`src/rtl/mdio_pkg.sv`:
```
package mdio_pkg;
    localparam int PRE_LEN    = 32;
    localparam int FRAME_LEN  = 32;
    localparam int HDR_LEN    = 14;
    localparam int TA2_IDX    = 15;
    localparam int DATA_IDX   = 16;
    localparam int DATA_BITS  = 16;
    localparam int ADDR_BITS  = 5;

    localparam int CMD_GO_BIT   = 29;
    localparam int CMD_FAIL_BIT = 28;
    localparam int CFG_SKIP_BIT = 12;
    localparam int CFG_DIV_LSB  = 4;

    localparam logic [1:0] OP_WRITE = 2'b01;
    localparam logic [1:0] OP_READ  = 2'b10;

    typedef enum logic [1:0] {
        PH_IDLE  = 2'd0,
        PH_PRE   = 2'd1,
        PH_FRAME = 2'd2
    } phase_e;
endpackage

```
`src/rtl/mdio_mdc_gen.sv`:
```
module mdio_mdc_gen #(
    parameter int DIV_W = 6
) (
    input  logic             clk,
    input  logic             rst_n,
    input  logic             run,
    input  logic [DIV_W-1:0] div,
    output logic             mdc,
    output logic             rise_tick,
    output logic             fall_tick
);
    typedef struct packed {
        logic [DIV_W-1:0] cnt;
        logic             mdc;
    } gen_t;

    gen_t q, d;
    logic wrap;

    always_comb begin
        d    = q;
        wrap = (q.cnt >= div);
        if (!run) begin
            d = '0;
        end else if (wrap) begin
            d.cnt = '0;
            d.mdc = ~q.mdc;
        end else begin
            d.cnt = q.cnt + 1'b1;
        end
    end

    always_ff @(posedge clk) begin
        if (!rst_n) q <= '0;
        else        q <= d;
    end

    assign mdc       = q.mdc;
    assign rise_tick = run && wrap && !q.mdc;
    assign fall_tick = run && wrap && q.mdc;

    // clock rests low when the generator is stopped
    assert_mdc_idle_low_R4: assert property (@(posedge clk) disable iff (!rst_n)
        !run |-> !q.mdc);
    // level holds until the half-period count is used up
    assert_half_period_R4: assert property (@(posedge clk) disable iff (!rst_n)
        (run && q.cnt < div) |=> (q.mdc == $past(q.mdc)));
endmodule

```
`src/rtl/mdio_frame_engine.sv`:
```
module mdio_frame_engine
    import mdio_pkg::*;
(
    input  logic                 clk,
    input  logic                 rst_n,
    input  logic                 start,
    input  logic [1:0]           op,
    input  logic [ADDR_BITS-1:0] phy_addr,
    input  logic [ADDR_BITS-1:0] reg_addr,
    input  logic [DATA_BITS-1:0] wdata,
    input  logic                 skip_pre,
    input  logic                 rise_tick,
    input  logic                 fall_tick,
    input  logic                 mdio_i,
    output logic                 busy,
    output logic                 done,
    output logic [DATA_BITS-1:0] rd_data,
    output logic                 ta_fail,
    output logic                 mdio_o,
    output logic                 mdio_oe
);
    localparam int MAXLEN = (PRE_LEN > FRAME_LEN) ? PRE_LEN : FRAME_LEN;
    localparam int CNT_W  = $clog2(MAXLEN);
    localparam logic [CNT_W-1:0] PRE_LAST   = CNT_W'(PRE_LEN - 1);
    localparam logic [CNT_W-1:0] FRAME_LAST = CNT_W'(FRAME_LEN - 1);
    localparam logic [CNT_W-1:0] HDR_END    = CNT_W'(HDR_LEN);
    localparam logic [CNT_W-1:0] TA2_POS    = CNT_W'(TA2_IDX);
    localparam logic [CNT_W-1:0] DATA_POS   = CNT_W'(DATA_IDX);

    typedef struct packed {
        phase_e                 phase;
        logic [CNT_W-1:0]       bitcnt;
        logic [FRAME_LEN-1:0]   sh;
        logic [DATA_BITS-1:0]   rx;
        logic                   ta_bad;
        logic                   rd;
    } eng_t;

    eng_t q, d;
    logic is_rd_cmd;

    always_comb begin
        d         = q;
        done      = 1'b0;
        is_rd_cmd = (op == OP_READ);
        case (q.phase)
            PH_IDLE: begin
                if (start) begin
                    d.rd     = is_rd_cmd;
                    d.sh     = {2'b01, op, phy_addr, reg_addr,
                                (is_rd_cmd ? 2'b11 : 2'b10),
                                (is_rd_cmd ? {DATA_BITS{1'b1}} : wdata)};
                    d.ta_bad = 1'b0;
                    d.rx     = '0;
                    d.bitcnt = '0;
                    d.phase  = skip_pre ? PH_FRAME : PH_PRE;
                end
            end
            PH_PRE: begin
                if (fall_tick) begin
                    if (q.bitcnt == PRE_LAST) begin
                        d.phase  = PH_FRAME;
                        d.bitcnt = '0;
                    end else begin
                        d.bitcnt = q.bitcnt + 1'b1;
                    end
                end
            end
            PH_FRAME: begin
                if (rise_tick && q.rd) begin
                    if (q.bitcnt == TA2_POS)
                        d.ta_bad = mdio_i;
                    else if (q.bitcnt >= DATA_POS)
                        d.rx = {q.rx[DATA_BITS-2:0], mdio_i};
                end
                if (fall_tick) begin
                    d.sh = {q.sh[FRAME_LEN-2:0], 1'b0};
                    if (q.bitcnt == FRAME_LAST) begin
                        d.phase  = PH_IDLE;
                        d.bitcnt = '0;
                        done     = 1'b1;
                    end else begin
                        d.bitcnt = q.bitcnt + 1'b1;
                    end
                end
            end
            default: d.phase = PH_IDLE;
        endcase
    end

    always_ff @(posedge clk) begin
        if (!rst_n) q <= '{phase: PH_IDLE, default: '0};
        else        q <= d;
    end

    assign busy    = (q.phase != PH_IDLE);
    assign rd_data = q.rx;
    assign ta_fail = q.ta_bad;
    assign mdio_o  = (q.phase == PH_FRAME) ? q.sh[FRAME_LEN-1] : 1'b1;
    assign mdio_oe = (q.phase == PH_PRE) ||
                     ((q.phase == PH_FRAME) && (!q.rd || q.bitcnt < HDR_END));

    // line value and enable move only with a falling MDC tick
    assert_line_moves_on_fall_R10: assert property (@(posedge clk) disable iff (!rst_n)
        (busy && !fall_tick) |=> ($stable(mdio_o) && $stable(mdio_oe)));
    // a read never drives from the turnaround onward
    assert_read_released_R8: assert property (@(posedge clk) disable iff (!rst_n)
        (q.phase == PH_FRAME && q.rd && q.bitcnt >= HDR_END) |-> !mdio_oe);
    // completion only comes out of an active frame
    assert_done_in_frame_R3: assert property (@(posedge clk) disable iff (!rst_n)
        done |-> (busy && fall_tick));
endmodule

```
`src/rtl/mdio_mgmt_master.sv`:
```
module mdio_mgmt_master
    import mdio_pkg::*;
#(
    parameter int         DIV_W     = 6,
    parameter logic [5:0] DIV_RESET = 6'd4
) (
    input  logic        clk,
    input  logic        rst_n,
    input  logic        reg_wr_en,
    input  logic        reg_sel,
    input  logic [31:0] reg_wdata,
    output logic [31:0] reg_rdata,
    output logic        mdc,
    output logic        mdio_o,
    output logic        mdio_oe,
    input  logic        mdio_i
);
    typedef struct packed {
        logic [1:0]           op;
        logic [ADDR_BITS-1:0] phy;
        logic [ADDR_BITS-1:0] regad;
        logic [DATA_BITS-1:0] data;
        logic                 fail;
        logic [DIV_W-1:0]     div;
        logic                 skip;
    } regs_t;

    regs_t q, d;

    logic                 cmd_wr, cfg_wr, start;
    logic                 busy, done, ta_fail, rise_tick, fall_tick;
    logic [DATA_BITS-1:0] rd_data;
    logic [1:0]           w_op;
    logic [ADDR_BITS-1:0] w_phy, w_reg;
    logic [DATA_BITS-1:0] w_data;
    logic [31:0]          cmd_word, cfg_word;
    logic                 unused_wdata_bits;

    assign cmd_wr = reg_wr_en && !reg_sel;
    assign cfg_wr = reg_wr_en && reg_sel;
    assign w_op   = reg_wdata[27:26];
    assign w_phy  = reg_wdata[25:21];
    assign w_reg  = reg_wdata[20:16];
    assign w_data = reg_wdata[15:0];
    assign unused_wdata_bits = ^reg_wdata;

    always_comb begin
        d     = q;
        start = 1'b0;
        if (cmd_wr && !busy) begin
            d.op    = w_op;
            d.phy   = w_phy;
            d.regad = w_reg;
            d.data  = w_data;
            d.fail  = 1'b0;
            start   = reg_wdata[CMD_GO_BIT];
        end
        if (done && q.op == OP_READ) begin
            d.data = rd_data;
            d.fail = ta_fail;
        end
        if (cfg_wr) begin
            d.div  = reg_wdata[CFG_DIV_LSB +: DIV_W];
            d.skip = reg_wdata[CFG_SKIP_BIT];
        end
    end

    always_ff @(posedge clk) begin
        if (!rst_n) q <= '{div: DIV_W'(DIV_RESET), default: '0};
        else        q <= d;
    end

    always_comb begin
        cmd_word = {2'b00, busy, q.fail, q.op, q.phy, q.regad, q.data};
        cfg_word = '0;
        cfg_word[CFG_SKIP_BIT]              = q.skip;
        cfg_word[CFG_DIV_LSB +: DIV_W]      = q.div;
        cfg_word[0]                         = 1'b1;
        reg_rdata = reg_sel ? cfg_word : cmd_word;
    end

    mdio_mdc_gen #(.DIV_W(DIV_W)) u_clk (
        .clk       (clk),
        .rst_n     (rst_n),
        .run       (busy),
        .div       (q.div),
        .mdc       (mdc),
        .rise_tick (rise_tick),
        .fall_tick (fall_tick)
    );

    mdio_frame_engine u_eng (
        .clk       (clk),
        .rst_n     (rst_n),
        .start     (start),
        .op        (w_op),
        .phy_addr  (w_phy),
        .reg_addr  (w_reg),
        .wdata     (w_data),
        .skip_pre  (q.skip),
        .rise_tick (rise_tick),
        .fall_tick (fall_tick),
        .mdio_i    (mdio_i),
        .busy      (busy),
        .done      (done),
        .rd_data   (rd_data),
        .ta_fail   (ta_fail),
        .mdio_o    (mdio_o),
        .mdio_oe   (mdio_oe)
    );

    // a command write during a frame leaves the stored fields alone
    assert_busy_write_ignored_R11: assert property (@(posedge clk) disable iff (!rst_n)
        (busy && cmd_wr) |=> ($stable(q.op) && $stable(q.phy) && $stable(q.regad)));
    // a frame begins only after a command write carrying the go bit
    assert_start_from_go_R3: assert property (@(posedge clk) disable iff (!rst_n)
        $rose(busy) |-> $past(cmd_wr && reg_wdata[CMD_GO_BIT]));
    // idle line is left to the pull-up
    assert_idle_undriven_R12: assert property (@(posedge clk) disable iff (!rst_n)
        !busy |-> !mdio_oe);
endmodule

```
`config.mk`:
```
export PLATFORM = sky130hd
export DESIGN_NAME = mdio_mgmt_master
export DESIGN_NICKNAME = d
export VERILOG_FILES = /design/src/rtl/mdio_pkg.sv /design/src/rtl/mdio_mdc_gen.sv /design/src/rtl/mdio_frame_engine.sv /design/src/rtl/mdio_mgmt_master.sv
export SDC_FILE = /design/constraint.sdc
export NUM_CORES = 1
export LEC_CHECK = 0
export ABC_AREA = 1
export BUFFER_PORTS_ARGS = -buffer_cell sky130_fd_sc_hd__buf_2
export CAP_MARGIN = 20
export CORE_ASPECT_RATIO = 1.5
export CORE_MARGIN = 3
export CORE_UTILIZATION = 57
export CTS_CLUSTER_DIAMETER = 200
export DETAILED_ROUTE_END_ITERATION = 6
export GPL_ROUTABILITY_DRIVEN = 0
export PLACE_DENSITY = 0.79
export REMOVE_ABC_BUFFERS = 1
export SYNTH_ARGS = -nofsm -noshare
export SYNTH_HDL_FRONTEND = slang
export SYNTH_SLANG_ARGS = --single-unit
```
`constraint.sdc`:
```
create_clock -name clk -period 2.2 [get_ports clk]
set_input_delay 0.33 -clock clk [delete_from_list [all_inputs] [get_ports clk]]
set_output_delay 0.33 -clock clk [all_outputs]
set_load 0.005 [all_outputs]
```
==> results.md, run 1 <==
* Postcts setup bufs at 0
* Tot Pwr at 4.33 mW
* Buf/Inv on CP at 4
* Post-synth ARST share at 0
* Synth warn at 0
* Layout net count at 851
* Highest routed layer: met4
* CTS resizes at 1
* Slew headroom at 0.661
* Antenna violations before repair at 0
* Total wire length at 12.5 mm
* Port bufs at 66
* Tcrit/Tclk final at 0.921
* Worst path top cell family by delay: buffers and inverters
* Placeable core area at 0.00852 mm2
* Post-synthesis sequential area ratio at 0.399
* Kind of critical path: reg2reg
* Clock root buffer: clkbuf_16
* Area growth from synthesis to layout at 16.0%
* Clock skew at 0.00513 ns
* Area of the multi-input gates at 0.00255 mm2
* Post-route antenna net violation count at 0
* Die width at 82.6 um
* Worst-Margin Slew at 0.508 ns
* Clk sinks at 100
* Initial DRC count at 247
* Avg Cell Area, Syn at 6.68 um2
* Synth Area in Compound Gates at 0.167
* Endpoints failing setup at 0
* DRT met1 WL at 5.04 mm
* Final hold slack at 0.263 ns
* Slowest-stage cell, CP: dfxtp_1
* Synth Area in Simple Gates at 0.290
* Synth Flop Type: dfxtp_1
* Initial Utilization at 0.590
* First-pass detailed-route iteration total at 5
* Startpoint Class: flop
* Outcome: finished clean
* Row count at 41
* Critical Path End Type: flop
* Grt ovf at 0
* All-Layer GR Usage at 0.260
* First-pass GRT wire length at 20.3 mm
* Crit-path max FO at 17
* Post-detail-place hpwl at 8.20 mm
* Post-Synth XOR/XNOR Area at 0.00698
* Vias per inst at 5.34
* Total negative slack at 0 ns
* CP arrival at 2.23 ns
* Die area at 0.00999 mm2
* Met2 routed WL at 6.40 mm
* # IOs at 72
* Ant diodes at 0
* Clock transition at path regs at 0.07 ns
* Worst Path Required at 2.40 ns
* H-tree levels at 3
* Ranking of synthesized cells by area: dfxtp_1 40%, nand2_1 16%, nor2_1 7.5%
* Post-Synth Adder-Cell Area at 0.0349
* Yosys top cell by area: dfxtp_1
* Min-delay worst type: in2reg
* Gate Count Post-Synth at 752
* Leak at 2.45 nW
* Largest net degree at the start of global routing at 46
* Synth unique cells at 35
* FF/Latch Area at 0.00200 mm2
* Cells along the critical path: inv_1, ha_2, inv_1, nor3_2, inv_1, nor2_2, buf_6, nand2_1, nand2_1, a21oi_1
* Clock Path Buffers at 2
* Pwr/cell area at 743 mW/mm2
* Vias in the first global route at 4,597
* CTS tree: yes
* EDFF count, synth at 0
* Clock buffer count from CTS at 9
* Synth Cell Area at 0.00502 mm2
* Max Clk Rate at 494 MHz
* Maximum VDD drop at 502 uV
* #FFs+latches synth at 100
* DRC viols at 0
* Crit-path max cell delay at 0.34 ns
* Final hold violations at 0
* Largest family of logic cells by synthesized area: simple AND/OR/NAND/NOR gates
* Post-synthesis mux area share at 0
* WL met3 at 590 um
* Final slew viol count at 0
* Most Frequent Cell on Critical Path: inv_1
* Max Cap Violations at 0
* Clk_lat worst skew at 0.34 ns
* Die height at 121 um
* Yosys top cell area share at 0.399
* Avg WL per Cell at 13.7 um
* Filler Cells Inserted at 786
* Vias at 4,866
* Post-layout min period at 2.03 ns
* Hold-fix buffer count after cts at 0
* Share of layout cells above drive strength 1 at 0.154
* Post-layout util at 0.684
[stage by stage]
step | worst slack [ns] | cell area, um2 | cells
CTS | 0.0186 | 5770 | 912
floorplan | -0.834 | 4800 | 709
global placement | 0.109 | 5390 | 896
finish | 0.175 | 5820 | 912
detailed placement | -0.0106 | 5390 | 896
global route | -0.00788 | 5820 | 912
[registers in the layout, summed over array words and instances, names as in the netlist]
name	cells
cfg_word	7
cmd_word	29
u_eng.rd_data	16
u_clk.q	6
u_clk.mdc	1
u_eng.q	40
u_eng.ta_fail	1
[area by class of cell]
class	count	area share
inverters	76	0.0507
well taps	107	0.0230
clock buffers	10	0.0410
flip-flops and latches	100	0.344
clock inverters	6	0.0232
repair buffers	80	0.0801
multi-input cells	533	0.438
[worst register-to-register path: stages, from the launching register on]
cell and delay [ns]:
dfxtp_1 0.34, inv_1 0.10, ha_2 0.18, inv_1 0.09
nor3_2 0.26, inv_1 0.31, nor2_2 0.20, buf_6 0.19
nand2_1 0.07, nand2_1 0.09, a21oi_1 0.07
[power by group]
part           internal, mW  switching (mW)
clock                  1.26           0.681
combinational         0.164           0.294
sequential             1.89          0.0444
total                  3.31            1.02
[placed cells by master (no fill, tap or decap), types with 2 or more instances in the layout]
| master | n |
|---|---|
| a21oi_1 | 65 |
| a22o_1 | 11 |
| buf_2 | 66 |
| buf_4 | 9 |
| buf_6 | 3 |
| bufinv_16 | 4 |
| clkbuf_16 | 9 |
| clkinvlp_4 | 2 |
| conb_1 | 2 |
| dfxtp_1 | 99 |
| ha_1 | 11 |
| ha_2 | 2 |
| inv_1 | 70 |
| inv_2 | 2 |
| inv_4 | 2 |
| nand2_1 | 212 |
| nand2_2 | 5 |
| nand2_4 | 2 |
| nand3_1 | 28 |
| nand4_1 | 2 |
| nor2_1 | 99 |
| nor2_2 | 2 |
| o21ai_0 | 68 |
| o21ai_1 | 6 |
| or2_2 | 3 |
| xnor2_1 | 2 |
| xor2_1 | 2 |
[routing by layer]
layer,GRT usage,vias to the layer above
met4,0.131,0
met3,0.0312,34
li1,-,2463
met5,0,-
met1,0.285,2217
met2,0.473,152
[logic make-up after synthesis]
family / after synthesis
adder cells (fa/ha/maj): 14
AND/OR/NAND/NOR: 358
XOR/XNOR: 4
buffers and inverters: 120
AO/OA/AOI/OAI: 155
flip-flops: 100
other: 1
[worst paths after layout]
check                       startpoint                        end  slack (ns)  depth (start not counted)
max           u_eng.q[55]$_SDFFE_PN0P_   cmd_word[9]$_SDFFE_PN0P_        0.17                         10
min                       reg_wdata[6]   cfg_word[6]$_SDFFE_PN1P_        0.26                          3
max reg2reg   u_eng.q[55]$_SDFFE_PN0P_   cmd_word[9]$_SDFFE_PN0P_        0.17                         10
min reg2reg  cmd_word[16]$_SDFFE_PN0P_  cmd_word[16]$_SDFFE_PN0P_        0.45                          2
[cells in the mapped netlist, types with 3 or more instances]
| cell type | count |
|---|---|
| a22o_1 | 11 |
| or2_2 | 3 |
| nor2_1 | 100 |
| nand2_1 | 216 |
| a21oi_1 | 66 |
| o21ai_1 | 3 |
| dfxtp_1 | 100 |
| clkbuf_1 | 23 |
| o21ai_0 | 71 |
| buf_4 | 8 |
| buf_1 | 3 |
| inv_1 | 71 |
| buf_2 | 8 |
| ha_1 | 14 |
| nand3_1 | 28 |
Note: power is estimated with default switching activity, not from simulation.
==> run 2: changes to the inputs <==
--- a/config.mk
+++ b/config.mk
@@ -10,11 +10,11 @@
 export CAP_MARGIN = 20
 export CORE_ASPECT_RATIO = 1.5
 export CORE_MARGIN = 3
-export CORE_UTILIZATION = 57
+export CORE_UTILIZATION = 55
 export CTS_CLUSTER_DIAMETER = 200
 export DETAILED_ROUTE_END_ITERATION = 6
 export GPL_ROUTABILITY_DRIVEN = 0
-export PLACE_DENSITY = 0.79
+export PLACE_DENSITY = 0.77
 export REMOVE_ABC_BUFFERS = 1
 export SYNTH_ARGS = -nofsm -noshare
 export SYNTH_HDL_FRONTEND = slang
==> run 2 against run 1 <==
Compared with the run above: count of clock-buffer cells in the layout increased by 2; largest cell class unchanged; critical path depth up 5; sequential power about the same; clock skew grew 0.0011 ns; flip-flop and latch count unchanged; register-to-register slack got worse by 0.13 ns; routed wire length is 2.5% higher; combinational power grew 5.5%.
==> results.md, run 2 (synthesized netlist as in run 1, its figures left out) <==
* Area growth from synthesis to layout at 17.3%
* Filler Cells Inserted at 806 (+2.5%)
* Startpoint Class: flop
* Cells along the critical path: inv_2, ha_4, inv_2, nand2_1, nand2_1, nand2_1, nand2_2, nand2_4, buf_6, nand4_1, a21oi_4, clkbuf_16, nand2_1, nand2_1, nor2_1
* Ant diodes at 0 (unchanged)
* Max Cap Violations at 0 (unchanged)
* Net Sw Frac at 0.262 (+0.0261)
* Leak at 2.46 nW (+0.32%)
* CTS tree: yes
* Layout net count at 857 (+0.71%)
* NetSw at 1.04 mW (+1.9%)
* Final slew viol count at 0 (unchanged)
* First-pass detailed-route iteration total at 5 (unchanged)
* Initial DRC count at 326 (+32%)
* Pwr/cell area at 674 mW/mm2 (-9.3%)
* Kind of critical path: reg2reg
* Vias at 4,847 (-0.39%)
* All-Layer GR Usage at 0.240 (-0.0198)
* Row count at 42 (+2.4%)
* Clk_lat worst skew at 0.35 ns (about the same)
* Max Clk Rate at 465 MHz (-5.8%)
* Int Pwr at 2.93 mW (-11%)
* Clock skew at 0.00622 ns (+0.00108 ns)
* Grt ovf at 0 (unchanged)
* Clk sinks at 100 (unchanged)
* Antenna violations before repair at 0 (unchanged)
* Slowest-stage cell, CP: a21oi_4
* Clock buffer count from CTS at 9 (unchanged)
* Final hold slack at 0.266 ns (+0.00312 ns)
* Maximum VDD drop at 529 uV (+5.3%)
* Critical Path End Type: flop
* Clock root buffer: clkbuf_16
* Post-layout min period at 2.15 ns (+0.126 ns)
* Die width at 84.0 um (+1.7%)
* Largest net degree at the start of global routing at 46 (unchanged)
* Min-delay worst type: in2reg
* CP arrival at 2.40 ns (+0.17 ns)
* Share of layout cells above drive strength 1 at 0.175 (+0.0211)
* DRC viols at 0 (unchanged)
* Die area at 0.0103 mm2 (+3.4%)
* H-tree levels at 3 (unchanged)
* Outcome: finished clean
* Max reg flops at 40 (unchanged)
* Clock transition at path regs at 0.07 ns (about the same)
* Avg WL per Cell at 13.9 um (+1.5%)
* Vias in the first global route at 4,474 (-2.7%)
* Worst path top cell family by delay: simple AND/OR/NAND/NOR gates
* Clock Path Buffers at 2 (unchanged)
* Port bufs at 66 (unchanged)
* Worst Path Required at 2.44 ns (+0.04 ns)
* Tcrit/Tclk final at 0.978 (+0.0571)
* Tot Pwr at 3.97 mW (-8.3%)
* Post-layout util at 0.663 (-0.0210)
* Total wire length at 12.8 mm (+2.5%)
* Most frequent cells in the layout: 202 x nand2_1, 99 x nor2_1, 99 x dfxtp_1, 71 x o21ai_0, 68 x inv_1
* Leading cell type in the layout, fill and taps excluded: nand2_1
* Endpoints failing setup at 0 (unchanged)
* Post-detail-place hpwl at 8.35 mm (+1.9%)
* RSZ-0062 raised after global routing: yes
* Most Frequent Cell on Critical Path: nand2_1
* Crit-path max FO at 8 (-9)
* Placeable core area at 0.00888 mm2 (+4.3%)
* Buf/Inv on CP at 4 (unchanged)
* Clock share of power at 0.391 (-0.057)
* Die height at 123 um (+1.7%)
* Hold-fix buffer count after cts at 0 (unchanged)
* Top reg by flops: u_eng.q
* First-pass GRT wire length at 20.1 mm (-0.89%)
* # IOs at 72 (unchanged)
* Initial Utilization at 0.565 (-0.0243)
* Crit-path max cell delay at 0.37 ns (+0.03 ns)
* Power share of the sequential group at 0.487 (+0.040)
* Combinational share of power at 0.122 (+0.016)
* Vias per inst at 5.26 (-1.4%)
* Post-route antenna net violation count at 0 (unchanged)
* Final hold violations at 0 (unchanged)
==> run 2: stage by stage <==
step                      std cells  setup TNS (ns)  worst slack, ns  cell area (um2)
after floorplan                 709          -47.10           -0.834             4800
after global placement          899               0            0.114             5390
after detailed placement        899               0          0.00897             5390
after CTS                       915               0           0.0106             5690
after global routing            921           -1.51           -0.107             5890
final                           921               0           0.0491             5890
==> run 2: path summary, 6_finish.rpt <==
check | startpoint | endpoint | slack [ns] | depth (start not counted)
max | u_clk.q[1]$_SDFF_PP0_ | u_eng.rd_data[9]$_SDFFE_PN0P_ | 0.05 | 15
min | reg_wdata[6] | cfg_word[6]$_SDFFE_PN1P_ | 0.27 | 3
max reg2reg | u_clk.q[1]$_SDFF_PP0_ | u_eng.rd_data[9]$_SDFFE_PN0P_ | 0.05 | 15
min reg2reg | u_clk.q[1]$_SDFF_PP0_ | u_clk.q[1]$_SDFF_PP0_ | 0.44 | 1
==> run 2: routing by layer <==
| metal | vias to the layer above | GRT usage | wire length (um) |
|---|---|---|---|
| li1 | 2478 | - | - |
| met4 | 0 | 0.126 | 448 |
| met5 | - | 0 | 0 |
| met3 | 38 | 0.0487 | 664 |
| met1 | 2174 | 0.275 | 5190 |
| met2 | 157 | 0.422 | 6490 |
==> run 2: tightest hold or removal path, cell delays in order <==
cell      delay, ns
buf_2          0.12
nand2_1        0.06
o211ai_1       0.07
==> run 2: power groups by stage <==
stage,sequential (mW),combinational [mW],clock (mW)
global route,1.94,0.547,1.64
floorplan,1.96,0.269,0
finish,1.93,0.483,1.55
CTS,1.93,0.445,1.57
detailed placement,1.97,0.442,0
global placement,1.97,0.428,0
==> run 2: area by class of cell <==
type                       instances  area, um2  share of cell area
timing repair buffer              85        548              0.0931
tap                              110        138              0.0234
multi-input combinational        533       2600               0.441
inverter                          76        298              0.0506
timing repair inverter             1       6.26             0.00106
clock buffer                      12        267              0.0453
sequential                       100       2000               0.340
clock inverter                     4       32.5             0.00552
==> run 2: what timing repair did <==
item / CTS / global route
setup endpoints to repair: 0 / 69
resized for setup: 0 / 39
setup buffers: 0 / 2
